**src/rtl/nic_irq_pkg.sv**
```systemverilog
package nic_irq_pkg;
  localparam int STAT_W = 8;
  localparam int BIT_RCV     = 0;
  localparam int BIT_TXDONE  = 1;
  localparam int BIT_TXEMPTY = 2;
  localparam int BIT_ALLOC   = 3;
  localparam int BIT_OVRN    = 4;
  localparam int BIT_PHY     = 5;
  localparam int BIT_EARLY   = 6;
  localparam int BIT_MGMT    = 7;
  localparam logic [STAT_W-1:0] ACK_CLEARABLE = 8'hD6;
  localparam logic [STAT_W-1:0] STATUS_RESET  = 8'h04;

  typedef enum logic {
    SEL_STATUS = 1'b0,
    SEL_MASK   = 1'b1
  } reg_sel_e;
endpackage

```
**src/rtl/nic_irq_status.sv**
```systemverilog
module nic_irq_status #(
  parameter int            W         = 8,
  parameter logic [W-1:0]  CLR_MASK  = 8'hD6,
  parameter logic [W-1:0]  RST_VAL   = 8'h04,
  parameter int            EMPTY_BIT = 2,
  parameter int            DONE_BIT  = 1
) (
  input  logic         clk,
  input  logic         rst,
  input  logic         ack_we,
  input  logic [W-1:0] ack_data,
  input  logic [W-1:0] evt_set,
  input  logic         txq_empty,
  input  logic         done_nonempty,
  output logic [W-1:0] status_q,
  output logic [W-1:0] status_d
);
  localparam logic [W-1:0] KEEP_MASK = ~CLR_MASK;

  logic [W-1:0] clr_vec;
  logic [W-1:0] force_vec;
  logic         done_acked;

  always_comb begin
    done_acked = ack_we & ack_data[DONE_BIT];
    clr_vec    = ack_we ? (ack_data & CLR_MASK) : '0;
    force_vec  = '0;
    force_vec[EMPTY_BIT] = txq_empty;
    force_vec[DONE_BIT]  = done_nonempty & ~done_acked;
    status_d   = (status_q & ~clr_vec) | evt_set | force_vec;
  end

  always_ff @(posedge clk) begin
    if (rst) status_q <= RST_VAL;
    else     status_q <= status_d;
  end

  assert_event_sets_R2: assert property (@(posedge clk) disable iff (rst)
    (evt_set != '0) |=> ((status_q & $past(evt_set)) == $past(evt_set)));

  assert_sticky_bits_R3: assert property (@(posedge clk) disable iff (rst)
    1'b1 |=> ((status_q & $past(status_q) & KEEP_MASK) == ($past(status_q) & KEEP_MASK)));

  assert_empty_forced_R4: assert property (@(posedge clk) disable iff (rst)
    txq_empty |=> status_q[EMPTY_BIT]);

  assert_done_forced_R5: assert property (@(posedge clk) disable iff (rst)
    (done_nonempty && !(ack_we && ack_data[DONE_BIT])) |=> status_q[DONE_BIT]);
endmodule

```
**src/rtl/nic_irq_mask.sv**
```systemverilog
module nic_irq_mask #(
  parameter int W = 8
) (
  input  logic         clk,
  input  logic         rst,
  input  logic         mask_we,
  input  logic [W-1:0] mask_data,
  output logic [W-1:0] mask_q,
  output logic [W-1:0] mask_d
);
  always_comb mask_d = mask_we ? mask_data : mask_q;

  always_ff @(posedge clk) begin
    if (rst) mask_q <= '0;
    else     mask_q <= mask_d;
  end

  assert_mask_load_R7: assert property (@(posedge clk) disable iff (rst)
    mask_we |=> (mask_q == $past(mask_data)));
endmodule

```
**src/rtl/nic_irq_out.sv**
```systemverilog
module nic_irq_out #(
  parameter int W        = 8,
  parameter int DONE_BIT = 1
) (
  input  logic         clk,
  input  logic         rst,
  input  logic [W-1:0] status_q,
  input  logic [W-1:0] status_d,
  input  logic [W-1:0] mask_q,
  input  logic [W-1:0] mask_d,
  input  logic         ack_we,
  input  logic [W-1:0] ack_data,
  input  logic         done_nonempty,
  input  logic         rd_sel,
  output logic [W-1:0] rd_q,
  output logic         irq_q,
  output logic         pop_q
);
  import nic_irq_pkg::*;

  always_ff @(posedge clk) begin
    if (rst) begin
      irq_q <= 1'b0;
      pop_q <= 1'b0;
      rd_q  <= '0;
    end else begin
      irq_q <= |(status_d & mask_d);
      pop_q <= ack_we & ack_data[DONE_BIT] & done_nonempty;
      rd_q  <= (reg_sel_e'(rd_sel) == SEL_MASK) ? mask_q : status_q;
    end
  end

  assert_pop_needs_entry_R6: assert property (@(posedge clk) disable iff (rst)
    pop_q |-> $past(done_nonempty));

  assert_read_mask_R9: assert property (@(posedge clk) disable iff (rst)
    rd_sel |=> (rd_q == $past(mask_q)));
endmodule

```
**src/rtl/nic_irq_unit.sv**
```systemverilog
module nic_irq_unit #(
  parameter int           W          = nic_irq_pkg::STAT_W,
  parameter logic [W-1:0] CLR_MASK   = nic_irq_pkg::ACK_CLEARABLE,
  parameter logic [W-1:0] RST_STATUS = nic_irq_pkg::STATUS_RESET,
  parameter int           EMPTY_BIT  = nic_irq_pkg::BIT_TXEMPTY,
  parameter int           DONE_BIT   = nic_irq_pkg::BIT_TXDONE
) (
  input  logic         clk,
  input  logic         rst,
  input  logic         wr_en,
  input  logic         wr_sel,
  input  logic [W-1:0] wr_data,
  input  logic         rd_sel,
  output logic [W-1:0] rd_data,
  input  logic [W-1:0] evt_set,
  input  logic         txq_empty,
  input  logic         done_nonempty,
  output logic         irq,
  output logic         done_pop
);
  import nic_irq_pkg::*;

  logic         ack_we;
  logic         mask_we;
  logic [W-1:0] status_q, status_d;
  logic [W-1:0] mask_q, mask_d;

  always_comb begin
    ack_we  = wr_en & (reg_sel_e'(wr_sel) == SEL_STATUS);
    mask_we = wr_en & (reg_sel_e'(wr_sel) == SEL_MASK);
  end

  nic_irq_status #(
    .W(W), .CLR_MASK(CLR_MASK), .RST_VAL(RST_STATUS),
    .EMPTY_BIT(EMPTY_BIT), .DONE_BIT(DONE_BIT)
  ) u_status (
    .clk(clk), .rst(rst), .ack_we(ack_we), .ack_data(wr_data),
    .evt_set(evt_set), .txq_empty(txq_empty), .done_nonempty(done_nonempty),
    .status_q(status_q), .status_d(status_d)
  );

  nic_irq_mask #(.W(W)) u_mask (
    .clk(clk), .rst(rst), .mask_we(mask_we), .mask_data(wr_data),
    .mask_q(mask_q), .mask_d(mask_d)
  );

  nic_irq_out #(.W(W), .DONE_BIT(DONE_BIT)) u_out (
    .clk(clk), .rst(rst), .status_q(status_q), .status_d(status_d),
    .mask_q(mask_q), .mask_d(mask_d), .ack_we(ack_we), .ack_data(wr_data),
    .done_nonempty(done_nonempty), .rd_sel(rd_sel),
    .rd_q(rd_data), .irq_q(irq), .pop_q(done_pop)
  );

  assert_irq_matches_R7: assert property (@(posedge clk) disable iff (rst)
    irq == (|(status_q & mask_q)));

  assert_set_wins_R8: assert property (@(posedge clk) disable iff (rst)
    (evt_set != '0) |=> ((status_q & $past(evt_set)) == $past(evt_set)));
endmodule

```
**config.mk**
```make
export PLATFORM = sky130hd
export DESIGN_NAME = nic_irq_unit
export DESIGN_NICKNAME = d
export VERILOG_FILES = /design/src/rtl/nic_irq_pkg.sv /design/src/rtl/nic_irq_status.sv /design/src/rtl/nic_irq_mask.sv /design/src/rtl/nic_irq_out.sv /design/src/rtl/nic_irq_unit.sv
export SDC_FILE = /design/constraint.sdc
export NUM_CORES = 1
export LEC_CHECK = 0
export ABC_AREA = 1
export BUFFER_PORTS_ARGS = -buffer_cell sky130_fd_sc_hd__clkbuf_2
export CAP_MARGIN = 20
export CORE_ASPECT_RATIO = 1.75
export CORE_UTILIZATION = 44
export DETAILED_ROUTE_END_ITERATION = 8
export HOLD_SLACK_MARGIN = 0.03
export PLACE_DENSITY = 0.73
export SLEW_MARGIN = 20
export SYNTH_ARGS = -nofsm -noshare
export SYNTH_HDL_FRONTEND = slang
export SYNTH_SLANG_ARGS = --single-unit
```
**constraint.sdc**
```tcl
create_clock -name clk -period 0.8 [get_ports clk]
set_input_delay 0.12 -clock clk [delete_from_list [all_inputs] [get_ports clk]]
set_output_delay 0.12 -clock clk [all_outputs]
set_load 0.02 [all_outputs]
```
==> results of run 1 <==
where the power goes:
group / switching (uW) / total (uW) / internal [uW] / leakage, uW
Combinational: 285 / 567 / 282 / 0.000558
Sequential: 43.7 / 1430 / 1380 / 0.000219
Clock: 408 / 848 / 440 / 0.0000288
layout by cell type (no fill, tap or decap):
cell / netlist / layout
dfxtp_2: 0 / 10
nand2_1: 35 / 32
buf_4: 0 / 16
dfxtp_1: 26 / 16
buf_12: 0 / 1
nand2_8: 0 / 1
nor3_1: 1 / 1
clkbuf_8: 0 / 5
o21ai_0: 8 / 8
clkbuf_2: 0 / 22
inv_2: 0 / 3
nand2_2: 2 / 5
a21oi_1: 17 / 17
buf_8: 0 / 9
inv_8: 0 / 1
nand3_1: 12 / 12
nor2_1: 14 / 14
o21ai_2: 1 / 2
inv_1: 24 / 21
metrics by stage:
step | worst slack [ns] | cells | cell area, sq um | power, uW
global placement | -0.250 | 215 | 1360 | 1900
CTS | -0.140 | 219 | 1520 | 2810
floorplan | -0.0196 | 147 | 1070 | 1700
detailed placement | -0.290 | 215 | 1360 | 1920
finish | -0.157 | 221 | 1550 | 2840
global route | -0.264 | 221 | 1550 | 2970
worst paths after layout:
path / start / cells past startpoint / slack (ns) / endpoint
setup / recovery: u_status.status_q[1] / 8 / -0.16 / u_out.irq_q
hold / removal: evt_set[5] / 3 / 0.08 / u_status.status_q[5]
setup reg to reg: u_status.status_q[1] / 8 / -0.16 / u_out.irq_q
hold reg to reg: u_mask.mask_q[2] / 2 / 0.48 / u_out.rd_q[2]
logic make-up (layout without fill, tap and decap cells):
kind of cell	after synthesis	after routing	share of synthesized area
buf+inv	29	78	0.116
compound gates	27	27	0.132
simple gates	65	65	0.259
flops	26	26	0.493
state kept, by name (all words and copies together), names as in the netlist:
signal / count
u_mask.mask_q: 8
u_out.irq_q: 1
u_out.pop_q: 1
u_out.rd_q: 8
u_status.status_q: 8
per-layer routing:
layer	up-vias	part of all wire	routed length, um	track usage
met1	497	0.37	1010	0.211
met4	0	0.034	92	0.159
met2	30	0.56	1550	0.448
met5	-	0	0	0
met3	8	0.034	92	0.0433
li1	554	-	-	-
layout make-up:
class / count / area, sq um / area share
sequential: 26 / 533 / 0.344
multi-input combinational: 92 / 432 / 0.278
timing repair buffer: 49 / 399 / 0.257
inverter: 25 / 101 / 0.0653
clock buffer: 4 / 55.1 / 0.0355
tap: 25 / 31.3 / 0.0202
critical path, delay by kind of cell (launching register included):
family,cells,cell delay [ns]
simple gates,6,0.38
flops,1,0.32
compound gates,1,0.08
buf+inv,1,0.06
timing repair:
| action | 4_1_cts | 5_1_grt |
|---|---|---|
| endpoints found under the setup margin | 11 | 13 |
| hold endpoints to repair | 0 | 0 |
| setup buffers | 0 | 2 |
| gates resized for setup | 26 | 17 |
| pin swaps | 0 | 6 |
==> results.json, run 1 <==
{
  "outcome": "finished with violations",
  "failed_checks": "setup timing",
  "fin_skew_ns": 0.00295,
  "finalSetupViolCount": 11,
  "fin_ws_ns": -0.157,
  "die_w_um": 39.0,
  "clock_path_buffers": 2,
  "synth_area_leaders": "dfxtp_1, nand2_1, inv_1",
  "overflow": 0,
  "clkTransAtPathRegs_ns": 0.09,
  "synth_top_area_frac": 0.493,
  "syn-num-nets": 170,
  "cts_max_level": 1,
  "syn-mean-instance-area_sq_um": 7.18,
  "rows": 23,
  "fin_setup_tns_ns": -0.602,
  "viasPerCell": 4.93,
  "numClockSinks": 26,
  "period_minus_slack_ns": 0.957,
  "drv_slew": 0,
  "cts_tree": "yes",
  "worst_pin_slew_ns": 0.328,
  "synthArstFlopShare": 0,
  "yosys.area.top_type": "dfxtp_1",
  "fillers": 186,
  "synth_area_sq_mm": 0.00105,
  "critical_path.cell_chain": "inv_2 > nand2_2 > nand2_2 > nand2_1 > nand2_1 > nand2_1 > nor2_1 > a21oi_1",
  "drc": 0,
  "cp.required_ns": 0.96,
  "crit_slowest_cell": "dfxtp_2",
  "antenna_cells": 0,
  "finalNetCount": 220,
  "cts-root-buf": "clkbuf_8",
  "max-cap-violations": 0,
  "yosysMostFrequentCell": "nand2_1",
  "synth_edf_count": 0,
  "avgRoutedWirePerCell_um": 12.4,
  "routed_wl_mm": 2.74,
  "critPathCaptureType": "flop",
  "boundaryPins": 33,
  "max_freq_mhz": 1050,
  "seq_area_frac_synth": 0.493,
  "synth_cell_types": 17,
  "gp_congestion": 0.858,
  "core-area_sq_mm": 0.00227,
  "crit_arrival_ns": 1.12,
  "synth_ff_type": "dfxtp_1",
  "vias": 1089,
  "grt_pass1_wl_mm": 4.32,
  "cts_buffers": 3,
  "hold_viol_final": 0,
  "syn2layout_area_growth_pct": 47.1,
  "hpwl_mm": 1.97,
  "powerDensity_mw_per_mm2": 1830,
  "die_h_um": 66.8,
  "dieArea_sq_mm": 0.00260,
  "antenna_left": 0,
  "start_util": 0.464,
  "max_stage_delay_ns": 0.32,
  "peakVddDrop_mv": 1.32,
  "crit_path_start_kind": "flop",
  "grt_pass1_vias": 1106,
  "ys_seq_elements": 26,
  "fin_hold_ws_ns": 0.0753,
  "clkLatencyLatePin_ns": 0.27,
  "final_layout_size_suffix_gt1_frac": 0.383,
  "holdCritPathClass": "in2reg",
  "critPathKind": "reg2reg",
  "path_max_fanout": 2,
  "rsz0062_at_grt": "true",
  "syn_inst": 147,
  "yosysWarnings": 0,
  "utilization": 0.682,
  "maxSlewHeadroom": 0.781,
  "post-route-period-util": 1.20,
  "drtIter0Drc": 19,
  "grtUsageTotal": 0.240,
  "holdBufCountCts": 0,
  "path_common_cell": "nand2_1",
  "synthTopCellsByCount": "nand2_1, dfxtp_1, inv_1",
  "p_leak_uw": 0.000806,
  "antenna_found_initial": 0,
  "grt_max_degree": 18,
  "dr.pass1.iters": 4,
  "io_buffers": 32
}
(Power assumes the default switching activity.)
==> inputs of run 2 (changes only) <==
--- a/config.mk
+++ b/config.mk
@@ -8,11 +8,11 @@
 export ABC_AREA = 1
 export BUFFER_PORTS_ARGS = -buffer_cell sky130_fd_sc_hd__clkbuf_2
 export CAP_MARGIN = 20
-export CORE_ASPECT_RATIO = 1.75
-export CORE_UTILIZATION = 44
+export CORE_MARGIN = 2
+export CORE_UTILIZATION = 49
 export DETAILED_ROUTE_END_ITERATION = 8
 export HOLD_SLACK_MARGIN = 0.03
-export PLACE_DENSITY = 0.73
+export PLACE_DENSITY = 0.77
 export SLEW_MARGIN = 20
 export SYNTH_ARGS = -nofsm -noshare
 export SYNTH_HDL_FRONTEND = slang
==> constraint.sdc (replaced) <==
create_clock -name clk -period 0.9 [get_ports clk]
set_input_delay 0.135 -clock clk [delete_from_list [all_inputs] [get_ports clk]]
set_output_delay 0.135 -clock clk [all_outputs]
set_load 0.02 [all_outputs]
==> run 2 against run 1 <==
Net effect: the flow still finishes with violations (setup timing); maximum frequency shrank 1.2%; non-clock buffer count grew 3; clock-buffer cell count shrank 1; cell count grew 1.8%; core utilization grew 9.8 points; flip-flop and latch count is the same; clock power shrank 43%; first-iteration DRC count grew 110%; global-route usage shrank 1.9 points; critical path depth shrank 2; sequential share of layout area grew 0.15 points; register-to-register slack gained 0.09 ns; largest cell class unchanged.
==> results.json, run 2 (synthesis gave the netlist of run 1 again) <==
{
  "grt_max_degree": 18,
  "hpwl_mm": 1.82,
  "failed_checks": "setup timing",
  "cts_buffers": 3,
  "vias": 1128,
  "finalSetupViolCount": 12,
  "rows": 16,
  "powerDensity_mw_per_mm2": 1470,
  "worstRegToRegCells": 6,
  "layout_commonest_cell": "nand2_1",
  "intPower_uw": 1650,
  "peakVddDrop_mv": 0.928,
  "die_w_um": 50.4,
  "grt_pass1_wl_mm": 4.28,
  "max-cap-violations": 0,
  "fin_hold_ws_ns": 0.0363,
  "avgRoutedWirePerCell_um": 12.5,
  "crit_arrival_ns": 1.18,
  "crit_path_start_kind": "flop",
  "finalNetCount": 223,
  "fillers": 135,
  "antenna_cells": 0,
  "cts_tree": "yes",
  "drtIter0Drc": 39,
  "rsz0062_at_grt": "true",
  "cts_max_level": 1,
  "hold_viol_final": 0,
  "critPathCaptureType": "flop",
  "post-route-period-util": 1.08,
  "reg_top3": "u_mask.mask_q x8, u_out.rd_q x8, u_status.status_q x8",
  "drc": 0,
  "overflow": 0,
  "fin_skew_ns": 0.00501,
  "final_layout_size_suffix_gt1_frac": 0.465,
  "period_minus_slack_ns": 0.968,
  "final_cell_mix": "nand2_1, clkbuf_2, buf_4, inv_1, a21oi_1",
  "p_leak_uw": 0.000811,
  "hold_depth": 3,
  "p_switching_uw": 636,
  "drv_slew": 0,
  "cts-root-buf": "clkbuf_4",
  "final_cell_count_no_fill": 225,
  "start_util": 0.527,
  "antenna_found_initial": 0,
  "holdCritPathClass": "in2reg",
  "swShare": 0.278,
  "io_buffers": 32,
  "grt_pass1_vias": 1049,
  "syn2layout_area_growth_pct": 48.2,
  "max_freq_mhz": 1030,
  "clock_path_buffers": 2,
  "p_comb_frac": 0.234,
  "seqPwrFrac": 0.556,
  "maxSlewHeadroom": 0.813,
  "reg2reg_slack_ns": -0.07,
  "antenna_left": 0,
  "clkLatencyLatePin_ns": 0.31,
  "core-area_sq_mm": 0.00200,
  "power_uw": 2290,
  "fin_ws_ns": -0.0678,
  "dieArea_sq_mm": 0.00254,
  "die_h_um": 50.4,
  "regToRegEndpoint": "u_out.irq_q",
  "cp.required_ns": 1.11,
  "gp_congestion": 0.860,
  "dpl.cell_count": 218,
  "path_max_fanout": 2,
  "outcome": "finished with violations",
  "hold_start": "evt_set[5]",
  "viasPerCell": 5.01,
  "min_to": "u_status.status_q[5]",
  "clkPwrFrac": 0.211,
  "worst_pin_slew_ns": 0.281,
  "routed_wl_mm": 2.81,
  "clkTransAtPathRegs_ns": 0.13,
  "boundaryPins": 33,
  "dr.pass1.iters": 4,
  "holdBufCountCts": 0,
  "numClockSinks": 26,
  "r2r-start": "u_mask.mask_q[3]",
  "critPathKind": "reg2reg",
  "grtUsageTotal": 0.221
}
## run 2: changes by cell type in the layout (fill, tap and decap cells not counted), sizes merged
cell and change:
buf +3, clkbuf -1
## run 2: worst max-delay path, cell delays in order (launching register included)
cell and delay [ns]:
dfxtp_2 0.34, inv_2 0.05, nand2_2 0.06, nand3_2 0.10, nand3_2 0.10, nor2_2 0.14
a21oi_1 0.07
## run 2: layer usage
metal	up-vias	GRT usage	part of all wire
met5	-	0	0
met4	0	0.0946	0.0096
met3	4	0.0357	0.059
met2	42	0.373	0.51
met1	517	0.278	0.42
li1	565	-	-
## run 2: timing repair
action	CTS	global route
setup endpoints to repair	11	11
resized for setup	29	32
hold endpoints to repair	0	0
gates cloned	0	0
pin swaps	3	9
setup buffers	1	3
## run 2: cell type report
cell class              instances  area [sq um]  area share
inverters                      25          98.8      0.0633
clock buffers                   3          22.5      0.0144
well taps                      27          33.8      0.0216
flip-flops and latches         26           539       0.345
multi-input cells              92           447       0.286
repair buffers                 52           422       0.270
## run 2: worst max-delay path by stage
stage,from,end,depth (start not counted)
2_1_floorplan,wr_en,u_out.irq_q,9
3_3_place_gp,wr_en,u_out.irq_q,8
3_5_place_dp,wr_en,u_out.irq_q,8
4_1_cts,u_out.rd_q[5],rd_data[5],1
5_1_grt,u_status.status_q[1],u_out.irq_q,8
6_report,u_mask.mask_q[3],u_out.irq_q,6
## run 2: power by group through the flow
| stage | combinational (uW) | sequential (uW) | clock (uW) |
|---|---|---|---|
| 2_1_floorplan | 196 | 1310 | 0 |
| 3_3_place_gp | 408 | 1270 | 0 |
| 3_5_place_dp | 418 | 1270 | 0 |
| 4_1_cts | 467 | 1260 | 486 |
| 5_1_grt | 582 | 1280 | 526 |
| 6_report | 535 | 1270 | 483 |
## run 2: metrics by stage
step	setup WS [ns]	setup TNS (ns)	area, sq um	util
after global routing	-0.105	-0.557	1560	0.781
final	-0.0678	-0.220	1560	0.781
after global placement	-0.172	-0.227	1360	0.678
after detailed placement	-0.174	-0.299	1360	0.678
after CTS	-0.0319	-0.273	1490	0.743
after floorplan	0.0225	0	1050	-
